### config.mk
export PLATFORM = sky130hd
export DESIGN_NAME = ldp_pv_unit
export DESIGN_NICKNAME = d
export VERILOG_FILES = /design/src/rtl/ldp_pv_unit.sv
export SDC_FILE = /design/constraint.sdc
export NUM_CORES = 1
export LEC_CHECK = 0
export ABC_CLOCK_PERIOD_IN_PS = 4700
export BUFFER_PORTS_ARGS = -buffer_cell sky130_fd_sc_hd__buf_2
export CELL_PAD_IN_SITES_DETAIL_PLACEMENT = 2
export CELL_PAD_IN_SITES_GLOBAL_PLACEMENT = 2
export CORE_MARGIN = 3
export CORE_UTILIZATION = 42
export CTS_CLUSTER_SIZE = 20
export DETAILED_ROUTE_END_ITERATION = 7
export PLACE_DENSITY_LB_ADDON = 0.1
export SLEW_MARGIN = 10
export SYNTH_ARGS = -nofsm -noshare
export SYNTH_HDL_FRONTEND = slang
export SYNTH_SLANG_ARGS = --single-unit
### constraint.sdc
create_clock -name clk_i -period 4.7 [get_ports clk_i]
set_input_delay 0.705 -clock clk_i [delete_from_list [all_inputs] [get_ports clk_i]]
set_output_delay 0.705 -clock clk_i [all_outputs]
set_load 0.1 [all_outputs]
### src/rtl/ldp_pv_unit.sv
module ldp_pv_unit #(
  parameter int unsigned ID_W   = 32,
  parameter int unsigned PV_MAX = 16,
  parameter int unsigned CNT_W  = 5
) (
  input  logic             clk_i,
  input  logic             rst_ni,
  input  logic             sop_i,
  input  logic             sel_i,
  input  logic [7:0]       byte_i,
  input  logic [ID_W-1:0]  local_id_i,
  input  logic [CNT_W-1:0] rd_idx_i,
  output logic             hit_o,
  output logic             ovf_o,
  output logic [CNT_W-1:0] cnt_o,
  output logic [ID_W-1:0]  rd_data_o
);
  localparam int unsigned BPW  = ID_W / 8;
  localparam int unsigned BI_W = (BPW > 1) ? $clog2(BPW) : 1;
  localparam int unsigned IW   = (PV_MAX > 1) ? $clog2(PV_MAX) : 1;

  logic [ID_W-9:0]              sh_q;
  logic [BI_W-1:0]              bidx_q;
  logic [CNT_W-1:0]             cnt_q;
  logic [CNT_W-1:0]             cnt_base;
  logic [ID_W-1:0]              word;
  logic                         word_fire;
  logic                         wr_en;
  logic [PV_MAX-1:0][ID_W-1:0]  ent;

  assign word      = {sh_q, byte_i};
  assign word_fire = sel_i && (bidx_q == BI_W'(BPW - 1));
  assign cnt_base  = sop_i ? '0 : cnt_q;
  assign hit_o     = word_fire && (word == local_id_i);
  assign ovf_o     = word_fire && (cnt_base == CNT_W'(PV_MAX));
  assign wr_en     = word_fire && !ovf_o;
  assign cnt_o     = wr_en ? cnt_base + CNT_W'(1) : cnt_base;

  always_ff @(posedge clk_i or negedge rst_ni) begin
    if (!rst_ni) begin
      sh_q   <= '0;
      bidx_q <= '0;
      cnt_q  <= '0;
    end else begin
      cnt_q <= cnt_o;
      if (sop_i) bidx_q <= '0;
      else if (sel_i) begin
        sh_q   <= word[ID_W-9:0];
        bidx_q <= word_fire ? '0 : bidx_q + BI_W'(1);
      end
    end
  end

  for (genvar g = 0; g < PV_MAX; g++) begin : g_ent
    logic [ID_W-1:0] ent_q;
    always_ff @(posedge clk_i) begin
      if (wr_en && (cnt_base == CNT_W'(g))) ent_q <= word;
    end
    assign ent[g] = ent_q;
  end

  always_comb begin
    if (rd_idx_i == cnt_q)     rd_data_o = local_id_i;
    else if (rd_idx_i < cnt_q) rd_data_o = ent[rd_idx_i[IW-1:0]];
    else                       rd_data_o = '0;
  end
endmodule

=== Word-level counts from Yosys, hierarchy flattened ===
Cells that the tools add are included.

* Register bits: 543
* Bits of input ports: 49
* Logic and storage cells: 76

* Add/subtract/negate cells: 2
* Order comparisons: 2
* Equality and inequality tests: 19
* Mux-type cells: 9
* Bitwise gates (word level): 1
* Reduce and logical (&&, ||, !) cells: 24

{| class="wikitable"
|+ Operators with widths
! operator !! count
|-
| $bmux 32 s4 || 1
|-
| $mux 32 || 3
|-
| $eq 5x4->1 const B || 8
|-
| $eq 32x32->1 || 1
|-
| $eq 5x3->1 const B || 4
|-
| $logic_and 1x1->1 || 20
|-
| $eq 5x2->1 const B || 2
|-
| $mux 5 || 2
|-
| $mux 2 || 3
|-
| $add 5x1->5 const B || 1
|-
| $eq 5x1->1 const B || 1
|-
| $eq 5x5->1 || 1
|-
| $eq 5x5->1 const B || 1
|-
| $logic_not 5->1 || 1
|-
| $lt 4x5->1 const B || 1
|-
| $lt 5x5->1 || 1
|-
| $add 2x1->2 const B || 1
|-
| $eq 2x2->1 const B || 1
|-
| $reduce_and 2->1 || 1
|-
| $reduce_bool 2->1 || 1
|-
| $logic_not 1->1 || 1
|-
| $not 1->1 || 1
|}

=== Logic depth before layout (Yosys ltp) ===
* Word-level depth: 6
* Gate-level depth with buffers: 10
* Depth with buffers taken out: 7

=== Worst setup path after synthesis ===
No wires, ideal clock.

* Path kind: input to output
* From: in rd_idx_i[0]
* To: out rd_data_o[13]
* Arrival: 4.445 ns
* Data required time: 3.995 ns
* Slack: -0.450 ns
* Stages: 10
* Path buffers: 3
* Cells stage by stage: buf_4 -> inv_2 -> clkbuf_1 -> ha_1 -> nand2b_1 -> a211oi_1 -> o21bai_1 -> a21o_1 -> clkbuf_1 -> o21ai_0

* Longest elaborated chain between the ends: 4
* Elaborated cells on any way between the ends: 6

{| class="wikitable"
|+ Ends and longest elaborated chain
! what !! RTL line !! RTL
|-
| start: declaration || 12 || <nowiki>input logic [CNT_W-1:0] rd_idx_i,</nowiki>
|-
| $bmux 32 s4 || 64 || <nowiki>else if (rd_idx_i < cnt_q) rd_data_o = ent[rd_idx_i[IW-1:0]];</nowiki>
|-
| $mux 32 (implied by the code) || 64 ||
|-
| $mux 32 || 64 ||
|-
| $mux 32 * || 63 || <nowiki>if (rd_idx_i == cnt_q) rd_data_o = local_id_i;</nowiki>
|-
| end: declaration || 16 || <nowiki>output logic [ID_W-1:0] rd_data_o</nowiki>
|}

Every way passes the cells marked *; elsewhere a longest branch is shown, timed or not. The select of a mux whose other input is x is not followed.

=== Worst setup path after layout ===
* From: reg sh_q[5]
* To: out hit_o

* Longest elaborated chain between the ends: 2

{| class="wikitable"
|+ Ends and longest elaborated chain
! what !! RTL line !! RTL
|-
| start: declaration || 22 || <nowiki>logic [ID_W-9:0] sh_q;</nowiki>
|-
| start signal: assignment || 48 || <nowiki>sh_q <= word[ID_W-9:0];</nowiki>
|-
| $eq 32x32->1 || 34 || <nowiki>assign hit_o = word_fire && (word == local_id_i);</nowiki>
|-
| $logic_and 1x1->1 || 34 ||
|-
| end: declaration || 13 || <nowiki>output logic hit_o,</nowiki>
|}

Every way passes these cells.

==> results.json <==
{
  "power_frac_clock_pct": 40.0,
  "first_pass_iters": 5,
  "cts.sinks": 543,
  "arrival_ns": 3.38,
  "combPwrFrac_pct": 8.4,
  "worstSetupPathType": "flip-flop to output pin",
  "ir_worst_vdd_mv": 0.317,
  "viasPerCell": 5.71,
  "hold_viol_final": 0,
  "min_period_ns": 4.08,
  "start_util_pct": 43.0,
  "rsz0062_at_grt": "false",
  "period_share_pct": 86.8,
  "crit_fanout": 19,
  "cts_tree": "yes",
  "clockBufferDepth": 3,
  "outcome": "finished, final reports clean",
  "drcViolationCount": 0,
  "drt_iter0_drc": 935,
  "syn-cell-area_sq_um": 21800,
  "crit_chain": "xnor2_1 > nand4_1 > nor4_1 > nand4_1 > nor4_2 > buf_2",
  "path_buf_inv": 1,
  "synth_area_per_cell_sq_um": 17.6,
  "async_flop_share_pct": 5.71,
  "fill_cells": 4605,
  "tightest_slew_ns": 1.19,
  "cap_violations": 0,
  "wire_per_inst_microns": 30.6,
  "post-cts-setup-buffers": 0,
  "num_rows": 82,
  "critPathTopFamily": "simple AND/OR/NAND/NOR gates",
  "drive_gt1_share_pct": 23.5,
  "p_int_mw": 8.43,
  "clock_skew_ns": 0.0222,
  "die_h_microns": 234,
  "ctsHoldBuffers": 0,
  "slew_headroom_pct": 20.3,
  "cts.repair.resized": 0,
  "hold_path_class": "input port to asynchronous set/reset pin",
  "r2r_slack_ns": 1.67,
  "drt-total-wl_microns": 64200,
  "dpl.hpwl_microns": 39300,
  "die_area_sq_um": 54600,
  "start_kind": "flip-flop",
  "grt_pass1_vias": 13200,
  "drtAntennaViolNets": 0,
  "post_dp_cell_area_sq_um": 23500,
  "pre_cts_ws_ns": 0.724,
  "grt_start_max_net_pins": 66,
  "cpMostUsedCell": "nand4_1",
  "die_w_microns": 234,
  "num_vias": 12000,
  "clk_pin_slew_ns": 0.06,
  "n_antenna_cell": 0,
  "cts_buffers": 58,
  "htree_levels": 2,
  "cts_root_buffer": "clkbuf_16",
  "grt_pass1_wl_microns": 93600,
  "ios": 88,
  "switchingPower_mw": 2.74,
  "slowest_delay_ns": 0.82,
  "p_leak_nw": 8.69,
  "swShare_pct": 24.5,
  "worstPathRequired_ns": 3.99,
  "ys_ff_latch": 543,
  "nNetsFinal": 1438,
  "cp-end-kind": "output pin",
  "layout_setup_ws_ns": 0.620,
  "pwr-share-seq_pct": 51.6,
  "setup_tns_ns": 0,
  "synth_flop_cell": "edfxtp_1",
  "yosys_warnings": 0,
  "crit_path_top_delay_cell": "dfrtp_1",
  "p_per_area_nw_per_um2": 442,
  "synth_edf_count": 512,
  "io_buffers": 87,
  "ys_types": 37,
  "synth_cells": 1238,
  "core_area_sq_um": 50700,
  "drv_slew": 0,
  "clock_latency_ns": 0.62,
  "setup_viol": 0,
  "overflow": 0,
  "design_area_sq_um": 25300,
  "syn_nets": 1298,
  "grt_usage_pct": 24.0,
  "fmax_ghz": 0.245,
  "area_delta_synth_final_pct": 16.2,
  "place_congestion": 0.733,
  "ys_seq_area_share_pct": 74.2,
  "antenna_found_initial": 0
}
[cells in the mapped netlist, types with 4 or more instances]
| library cell | n | share of area [%] |
|---|---|---|
| nand4_1 | 9 | 0.26 |
| buf_6 | 12 | 0.62 |
| and2_1 | 6 | 0.17 |
| nand2_1 | 110 | 1.9 |
| buf_4 | 9 | 0.31 |
| o22ai_1 | 32 | 0.92 |
| o21ai_0 | 26 | 0.60 |
| nor2_1 | 81 | 1.4 |
| inv_1 | 8 | 0.14 |
| ha_1 | 11 | 0.63 |
| buf_1 | 7 | 0.12 |
| buf_2 | 9 | 0.21 |
| edfxtp_1 | 512 | 71 |
| xnor2_1 | 31 | 1.2 |
| mux2_2 | 24 | 1.2 |
| o41ai_1 | 32 | 1.3 |
| mux2i_1 | 129 | 5.9 |
| clkbuf_1 | 26 | 0.45 |
| nor4_1 | 4 | 0.11 |
| o21ai_1 | 8 | 0.18 |
| nand3_1 | 36 | 0.83 |
| dfrtp_1 | 31 | 3.6 |
| mux4_2 | 64 | 6.6 |
| xor2_1 | 4 | 0.16 |
[worst reg2reg max path, cell delays in order, from the launching register on]
cell and delay (ns):
dfrtp_1 0.38, ha_1 0.20, and2_1 0.35, nand2_1 0.16
or3_1 0.50, nor2_4 0.77, buf_4 0.37
[power by group through the flow]
stage | logic, mW | registers, mW | clock network [mW]
CTS | 0.957 | 5.77 | 4.54
global placement | 0.932 | 5.85 | 0
floorplan | 0.558 | 5.81 | 0
finish | 0.944 | 5.77 | 4.46
detailed placement | 0.954 | 5.87 | 0
global route | 1.00 | 5.79 | 4.73
[cell type report]
type                            instances  area, sq um  share of cell area, %
Clock inverter                         24          190                  0.752
Inverter                               10         37.5                  0.148
Timing Repair Buffer                  143         1110                   4.38
Tap cell                              672          841                   3.32
Multi-Input combinational cell        622         5330                   21.1
Sequential cell                       543        16200                   63.9
Clock buffer                           84         1640                   6.49
[per-layer routing]
metal,global-route usage [%],share of wire [%],up-vias
met1,33.8,44,6440
met4,6.29,2.1,0
met2,39.9,49,323
met5,0,0,-
li1,-,-,5146
met3,3.01,4.3,77
[worst paths after layout]
check / start / endpoint / depth (start not counted)
setup / recovery: sh_q[5]$_DFFE_PN0P_ / hit_o / 6
hold / removal: rst_ni / sh_q[4]$_DFFE_PN0P_ / 1
setup reg to reg: bidx_q[0]$_DFFE_PN0P_ / g_ent[6].ent_q[3]$_DFFE_PP_ / 6
hold reg to reg: bidx_q[1]$_DFFE_PN0P_ / bidx_q[1]$_DFFE_PN0P_ / 2
max in group asynchronous: rst_ni / sh_q[14]$_DFFE_PN0P_ / 1
min in group clk_i: sop_i / bidx_q[0]$_DFFE_PN0P_ / 2
[cell usage in the layout (no fill, tap or decap), drive strengths merged, types with 4 or more instances in the layout]
master,count
nor4,4
and2,6
mux4,64
ha,11
nand3,36
xnor2,31
o21ai,34
buf,143
dfrtp,31
nor2,81
edfxtp,512
nand2,110
clkbuf,84
inv,10
mux2i,129
nand4,9
xor2,4
mux2,24
o41ai,32
o22ai,32
clkinv,20
[logic make-up (layout without fill, tap and decap cells)]
logic type | Yosys count | in the layout | synth area share, %
buf+inv | 73 | 261 | 1.88
fa+ha+maj | 11 | 11 | 0.632
simple gates | 254 | 254 | 4.90
xor+xnor | 35 | 35 | 1.41
mux | 217 | 217 | 13.8
compound gates | 105 | 105 | 3.20
flops | 543 | 543 | 74.2
[through the flow]
| step | cells | power (mW) | hold slack, ns | util [%] |
|---|---|---|---|---|
| global route | 2098 | 11.5 | 0.269 | 49.9 |
| floorplan | 1238 | 6.36 | 0.409 | - |
| detailed placement | 1990 | 6.82 | 0.533 | 46.3 |
| global placement | 1990 | 6.78 | 0.513 | 46.3 |
| finish | 2098 | 11.2 | 0.240 | 49.9 |
| CTS | 2098 | 11.3 | 0.235 | 49.9 |
[sequential cells by signal, summed over array words and instances (netlist names)]
register / flops
g_ent.ent_q: 512
sh_q: 24
cnt_q: 5
bidx_q: 2
Power figures use the tool's default switching activity.
